<file path="config.mk">
export PLATFORM = sky130hd
export DESIGN_NAME = gpr_view_file
export DESIGN_NICKNAME = d
export VERILOG_FILES = /design/src/rtl/gprv_pkg.sv /design/src/rtl/gprv_wr_merge.sv /design/src/rtl/gprv_rd_extract.sv /design/src/rtl/gpr_view_file.sv
export SDC_FILE = /design/constraint.sdc
export NUM_CORES = 2
export LEC_CHECK = 0
export BUFFER_PORTS_ARGS = -buffer_cell sky130_fd_sc_hd__buf_2
export CAP_MARGIN = 20
export CORE_MARGIN = 2
export CORE_UTILIZATION = 45
export DETAILED_ROUTE_END_ITERATION = 6
export SLEW_MARGIN = 20
export SYNTH_ARGS = -nofsm -noshare
export SYNTH_HDL_FRONTEND = slang
export SYNTH_SLANG_ARGS = --single-unit
</file>
<file path="constraint.sdc">
create_clock -name clk -period 7.5 [get_ports clk]
set_input_delay 0.75 -clock clk [delete_from_list [all_inputs] [get_ports clk]]
set_output_delay 0.75 -clock clk [all_outputs]
set_load 0.02 [all_outputs]
</file>
<file path="src/rtl/gprv_pkg.sv">
package gprv_pkg;

    // Window codes shared by the write merge and the read extract
    typedef enum logic [2:0] {
        VW_FULL = 3'd0,
        VW_W32  = 3'd1,
        VW_W16  = 3'd2,
        VW_BLO  = 3'd3,
        VW_BHI  = 3'd4
    } view_e;

endpackage

</file>
<file path="src/rtl/gprv_wr_merge.sv">
module gprv_wr_merge
    import gprv_pkg::*;
#(
    parameter int XLEN = 64
) (
    input  logic [XLEN-1:0] old_val,
    input  logic [2:0]      view,
    input  logic [XLEN-1:0] data,
    output logic [XLEN-1:0] new_val,
    output logic            valid
);

    // Builds the next register value from the old one and the write window
    always_comb begin
        new_val = old_val;
        valid   = 1'b1;
        case (view_e'(view))
            VW_FULL: new_val = data;
            VW_W32: begin
                new_val       = '0;
                new_val[31:0] = data[31:0];
            end
            VW_W16:  new_val[15:0] = data[15:0];
            VW_BLO:  new_val[7:0]  = data[7:0];
            VW_BHI:  new_val[15:8] = data[7:0];
            default: valid = 1'b0;
        endcase
    end

endmodule

</file>
<file path="src/rtl/gprv_rd_extract.sv">
module gprv_rd_extract
    import gprv_pkg::*;
#(
    parameter int XLEN = 64
) (
    input  logic [XLEN-1:0] val,
    input  logic [2:0]      view,
    output logic [XLEN-1:0] out
);

    // Right-aligns the chosen window and zero-extends it
    always_comb begin
        out = '0;
        case (view_e'(view))
            VW_FULL: out       = val;
            VW_W32:  out[31:0] = val[31:0];
            VW_W16:  out[15:0] = val[15:0];
            VW_BLO:  out[7:0]  = val[7:0];
            VW_BHI:  out[7:0]  = val[15:8];
            default: out       = '0;
        endcase
    end

endmodule

</file>
<file path="src/rtl/gpr_view_file.sv">
module gpr_view_file
    import gprv_pkg::*;
#(
    parameter int NUM_REGS = 16,
    parameter int XLEN     = 64,
    localparam int IDX_W   = $clog2(NUM_REGS)
) (
    input  logic             clk,
    input  logic             rst,
    input  logic             wr_en,
    input  logic [IDX_W-1:0] wr_idx,
    input  logic [2:0]       wr_view,
    input  logic [XLEN-1:0]  wr_data,
    input  logic [IDX_W-1:0] ra_idx,
    input  logic [2:0]       ra_view,
    output logic [XLEN-1:0]  ra_data,
    input  logic [IDX_W-1:0] rb_idx,
    input  logic [2:0]       rb_view,
    output logic [XLEN-1:0]  rb_data
);

    logic [XLEN-1:0] regs_q [NUM_REGS];
    logic [XLEN-1:0] merged;
    logic            merge_ok;

    gprv_wr_merge #(.XLEN(XLEN)) merge_i (
        .old_val (regs_q[wr_idx]),
        .view    (wr_view),
        .data    (wr_data),
        .new_val (merged),
        .valid   (merge_ok)
    );

    for (genvar i = 0; i < NUM_REGS; i++) begin : g_reg
        always_ff @(posedge clk) begin
            if (rst) begin
                regs_q[i] <= '0;
            end else if (wr_en && merge_ok && (wr_idx == IDX_W'(i))) begin
                regs_q[i] <= merged;
            end
        end

        // reset clears the register
        a_r10_reset_clear: assert property (@(posedge clk)
            rst |=> regs_q[i] == '0);
        // no write to this register leaves it unchanged
        a_r10_hold: assert property (@(posedge clk) disable iff (rst)
            !(wr_en && wr_idx == IDX_W'(i)) |=> $stable(regs_q[i]));
        // 32-bit write clears the upper half
        a_r2_upper_zero: assert property (@(posedge clk) disable iff (rst)
            (wr_en && wr_idx == IDX_W'(i) && wr_view == 3'd1)
            |=> regs_q[i][XLEN-1:32] == '0);
        // 16-bit write keeps bits above 15
        a_r3_keep_upper: assert property (@(posedge clk) disable iff (rst)
            (wr_en && wr_idx == IDX_W'(i) && wr_view == 3'd2)
            |=> $stable(regs_q[i][XLEN-1:16]));
        // low-byte write keeps bits above 7
        a_r4_keep_upper: assert property (@(posedge clk) disable iff (rst)
            (wr_en && wr_idx == IDX_W'(i) && wr_view == 3'd3)
            |=> $stable(regs_q[i][XLEN-1:8]));
        // high-byte write lands in bits 15:8 and keeps the rest
        a_r5_hi_byte: assert property (@(posedge clk) disable iff (rst)
            (wr_en && wr_idx == IDX_W'(i) && wr_view == 3'd4)
            |=> $stable(regs_q[i][7:0]) && $stable(regs_q[i][XLEN-1:16])
                && regs_q[i][15:8] == $past(wr_data[7:0]));
        // unused window codes write nothing
        a_r6_no_write: assert property (@(posedge clk) disable iff (rst)
            (wr_en && wr_view > 3'd4) |=> $stable(regs_q[i]));
    end

    gprv_rd_extract #(.XLEN(XLEN)) rd_a_i (
        .val  (regs_q[ra_idx]),
        .view (ra_view),
        .out  (ra_data)
    );

    gprv_rd_extract #(.XLEN(XLEN)) rd_b_i (
        .val  (regs_q[rb_idx]),
        .view (rb_view),
        .out  (rb_data)
    );

    // high-byte and byte reads are zero above bit 7
    a_r7_byte_zext: assert property (@(posedge clk) disable iff (rst)
        (ra_view == 3'd3 || ra_view == 3'd4) |-> ra_data[XLEN-1:8] == '0);
    // 16-bit reads on port B are zero above bit 15
    a_r7_half_zext: assert property (@(posedge clk) disable iff (rst)
        (rb_view == 3'd2) |-> rb_data[XLEN-1:16] == '0);

endmodule

</file>
[Word-level counts from Yosys, hierarchy flattened]
Memory sizes are Yosys's and may differ from the RTL's.
Index checks and enable logic that the tools add are counted.
Storage, ports and cells
  input bits: 88
  memories: 1
  bits in registers: 0
  RAM bits: 1024
Operators by class
  eq/ne operators: 27
  bitwise gates (word level): 16
  mux-type cells: 78
  reductions and logical operators: 30
Memories
  regs_q: words 16, bits a word 64, rd ports 3, clocked after Yosys merged registers in 0, wr ports 16, line gpr_view_file.sv:22  | logic [XLEN-1:0] regs_q [NUM_REGS];
Operators by type and width (count)
  two-way mux 64 bit: 16
  case mux 48 bit (2 select lines): 1
  two-way mux 32 bit: 2
  two-way mux 1 bit: 51
  case mux 8 bit (2 select lines): 3
  equality test 4 bit, second input constant: 8
  two-way mux 16 bit: 2
  two-way mux 8 bit: 3
  equality test 3 x 2 -> 1 bit, second input constant: 6
  logical AND 1 bit: 17
  equality test 4 x 3 -> 1 bit, second input constant: 4
  bitwise OR 1 bit: 16
  OR reduction 4 bit: 3
  equality test 3 x 1 -> 1 bit, second input constant: 3
  equality test 3 bit, second input constant: 3
  zero test 3 bit: 3
  OR reduction 3 bit: 3
  equality test 4 x 2 -> 1 bit, second input constant: 2
  OR reduction 5 bit: 1
  equality test 4 x 1 -> 1 bit, second input constant: 1
  zero test 4 bit: 1
  OR reduction 2 bit: 2

[Longest topological paths before layout]
  depth after elaboration: 9
  depth in mapped cells: 9
  mapped depth without buffers: 4

[Cells and area by module]
A second synthesis with hierarchy kept.
Second synthesis, totals
  cells, all modules: 4446
  area, all modules: 60884.6 um2
Modules (own cells, without submodules)
  gpr_view_file: area each 58657.5 um2, cells each 4088, times used 1
  gprv_wr_merge: area each 1163.6 um2, cells each 176, times used 1
  gprv_rd_extract: area each 531.8 um2, cells each 91, times used 2

[Least setup slack after synthesis]
Ideal clock, no wire load.
  path kind: input-to-reg
  start: input port wr_idx[1]
  end: memory regs_q[8][0], enable pin
  required time: 7.079 ns
  slack: 4.046 ns
  stages on the path: 7
  buffers on the path: 4
  arrival: 3.033 ns
  cells stage by stage: buf_6 buf_6 buf_4 nor2_1 and3b_1 buf_4 a21o_1
RTL lines
  start, declared: line gpr_view_file.sv:11  | input logic [IDX_W-1:0] wr_idx,
  end, declared: line gpr_view_file.sv:22

[Final worst setup path]
  start: input port ra_idx[2]
  end: output port ra_data[30]
Between the ends
  longest elaborated chain between the ends: 2
RTL lines
  start, declared: line gpr_view_file.sv:14  | input logic [IDX_W-1:0] ra_idx,
  memory read (16 x 64 bit)
  two-way mux 16 bit: line gprv_rd_extract.sv:14  | case (view_e'(view))
  end, declared: line gpr_view_file.sv:16  | output logic [XLEN-1:0] ra_data,
No other way between the ends.

==> summary.md <==
| Metric | Value |
|---|---|
| Setup violations, final | `0` |
| Worst slew pin tran | `1240 ps` |
| Biggest regs | `regs_q x1024` |
| Post-synth top cells | `edfxtp_1, o22ai_1, mux4_2, mux2i_1, a211oi_1` |
| Yosys Warn Count | `0` |
| Clock sinks | `1024` |
| CP Max Fanout | `58` |
| Slowest stage cell, crit path | `buf_4` |
| Gate power share | `15.9%` |
| Post-synthesis cell area | `65000 um^2` |
| Crit path depth | `6` |
| Final instance area | `70700 um^2` |
| Clk_skew | `15.8 ps` |
| Critical Path AT | `3990 ps` |
| Antenna Nets Post-Route | `0` |
| CTS tree | `yes` |
| Number of synthesized register bits | `1024` |
| Status | `completed` |
| Max FFs per register | `1024` |
| Root buffer cell | `clkbuf_16` |
| Cell chain of the critical path | `buf_4 > buf_4 > inv_2 > nand2_2 > o22ai_1 > buf_2` |
| P_leak | `0.0243 uW` |
| Post-CTS Setup Bufs | `0` |
| Die width | `384 um` |
| Worst vdd rail ir drop | `187 uV` |
| Achievable frequency | `211 MHz` |
| R2R setup slack | `5190 ps` |
| Startpoint Class | `primary input` |
| Min-Delay Path Class | `primary input to flip-flop` |
| Cell count after placement | `6250` |
| Crit. End Element | `primary output` |
| Global route overflow | `0` |
| Sw Pwr | `4150 uW` |
| Hold EP | `regs_q[7][20]` |
| Worst-skew pair later-pin latency | `770 ps` |
| Post-DP HPWL | `144000 um` |
| Final wirelength | `262000 um` |
| Crit-path most repeated cell | `buf_4` |
| Initial antenna violation count | `8` |
| Share of post-route cells with drive strength above 1 | `29.3%` |
| GRT Util Overall | `34.7%` |
| Number of synthesized flops with an enable pin | `1024` |
| Clock Path Buffers | `3` |
| Internal power | `10500 uW` |
| Reg2reg start | `regs_q[14][16]` |
| Inserted Clock Buffers | `113` |
| WS Path Type | `primary input to primary output` |
| Wire length per cell | `40.5 um` |
| Worst r2r dst | `regs_q[13][16]` |
| Hold Crit Start | `wr_data[20]` |
| Worst Reg-to-Reg Cells | `3` |
| H-tree levels | `3` |
| Clock-pin slew on the worst setup and hold paths | `60 ps` |
| Slew Limit Fails | `0` |
| Routability cong. | `0.881` |
| Initial Utilization | `45.3%` |
| Finished Core Util | `49.3%` |
| Sequential Power Share | `45.7%` |
| Row cnt | `139` |
| Ports | `216` |
| Top cell type's share of synthesized area | `47.3%` |
| Non-filler instance count after layout | `6468` |
| WP buf/inv | `4` |
| I/O Buffers | `215` |
| Synthesized net count | `4648` |
| DRT Pass-1 Iters | `6` |
| Most frequent cell after synthesis | `edfxtp_1` |
| Register area share after synthesis | `47.3%` |
| Post-Synthesis Cells | `4560` |
| Max stage delay on crit path | `870 ps` |
| Setup ws final | `2760 ps` |
| Cell family with most CP delay | `buffers and inverters` |
| Period utilization | `63.2%` |
| Crit path required time | `6750 ps` |
| Vias | `50096` |
| DRC | `0` |
| Largest net degree at the start of global routing | `102` |
| Clock power share | `38.4%` |
| Async SR Flop Fraction | `0%` |
| Hold Path Depth | `3` |
| Vias per cell | `7.75` |
| Post_cts resized | `0` |
| Post-DP Area | `67000 um^2` |
| Die height | `384 um` |
| Mean Syn Cell Area | `14.3 um^2` |
| Switch share | `28.3%` |
| Final #Nets | `4556` |
| Layout fillers | `12224` |
| Min cycle time layout | `4740 ps` |
| Worst relative slew slack | `17.1%` |
| Global-route wire length before repair | `364000 um` |
| Starting DRT DRC Count | `7783` |
| Area added between synthesis and finish | `8.75%` |
| Post-Place Setup Slack | `2510 ps` |
| Max-cap viol count | `0` |
| Leading post-synthesis cells by cell area | `edfxtp_1, mux4_2, mux2i_1` |
| Hold_buf cts | `0` |
| Vias in the first global route | `48635` |
| Die ar. | `148000 um^2` |
| Sum Neg Setup Slack | `0 ps` |
| P per Cell Area | `207 nW/um^2` |
| Synth Flop Type | `edfxtp_1` |
| Largest register by flop count | `regs_q` |
| Area leader, netlist | `edfxtp_1` |
| Fin. Hold Viols | `0` |
| Core Box Area | `143000 um^2` |
| Synth unique cells | `63` |
| RSZ-0062 raised after global routing | `false` |
## tightest hold or removal path, stage by stage
cell and delay (ps):
buf_2 80, nor2_1 80, a211oi_1 200
## how the worst max path moves through the flow
stage	start	to	slack, ps
2_1_floorplan	wr_idx[1]	regs_q[8][0]	4050
6_report	ra_idx[2]	ra_data[30]	2760
5_1_grt	ra_idx[2]	ra_data[30]	2760
3_3_place_gp	ra_idx[2]	ra_data[30]	2580
3_5_place_dp	ra_idx[2]	ra_data[30]	2510
4_1_cts	ra_idx[2]	ra_data[30]	2510
## power by group through the flow
stage / logic, uW / registers [uW] / clock network [uW]
after floorplan: 1610 / 6750 / 0
after global placement: 2260 / 6800 / 0
after detailed placement: 2260 / 6810 / 0
after CTS: 2270 / 6690 / 5610
after global routing: 2390 / 6720 / 5790
final: 2320 / 6700 / 5630
## cell type report
type,instances,area (um^2),area share (%)
Clock buffer,139,2950,4.17
Clock inverter,70,636,0.899
Tap cell,1903,2380,3.37
Inverter,3,18.8,0.0265
Sequential cell,1024,30700,43.5
Multi-Input combinational cell,2986,31900,45.0
Timing Repair Buffer,340,2140,3.02
Antenna cell,3,7.51,0.0106
## cells in the final DEF (no fill, tap or decap), types with 17 or more instances in the layout
cell | netlist | layout
a22o_1 | 45 | 45
a211oi_4 | 16 | 17
buf_2 | 179 | 204
and3_1 | 39 | 39
nand2_2 | 6 | 18
nor2_1 | 187 | 171
clkinv_1 | 0 | 24
o22ai_1 | 577 | 577
clkbuf_16 | 0 | 114
nand2_1 | 89 | 61
mux2i_1 | 504 | 504
mux2_2 | 49 | 49
a211oi_2 | 41 | 40
nor3_1 | 131 | 131
a211oi_1 | 247 | 247
a22oi_1 | 151 | 151
edfxtp_1 | 1024 | 1024
mux2i_4 | 55 | 55
nand3_1 | 51 | 51
clkbuf_1 | 235 | 25
mux4_2 | 548 | 548
buf_4 | 47 | 124
a221o_1 | 41 | 41
clkinv_2 | 0 | 21
## stage by stage
stage | power, uW | hold slack (ps)
floorplan | 8360 | 887
global placement | 9060 | 919
detailed placement | 9070 | 936
CTS | 14600 | 551
global route | 14900 | 522
finish | 14700 | 499
## cell families (layout without fill, tap and decap cells)
group           after synthesis  in the layout  share of synthesized area [%]
other cells                   0              3                              0
mux                        1166           1166                           29.7
flops                      1024           1024                           47.3
compound gates             1252           1252                           14.4
buf+inv                     550            552                           4.40
fa+ha+maj                     1              1                         0.0154
simple gates                567            567                           4.15
## per-layer routing
layer  up-vias  track usage (%)  routed length, um
li1      19329                -                  -
met1     25520             45.0              93100
met2      4320             52.9             118000
met3       919             9.26              35200
met4         8             19.3              15400
met5         -                0                 47
No activity file was read; power rests on OpenSTA's default activity.
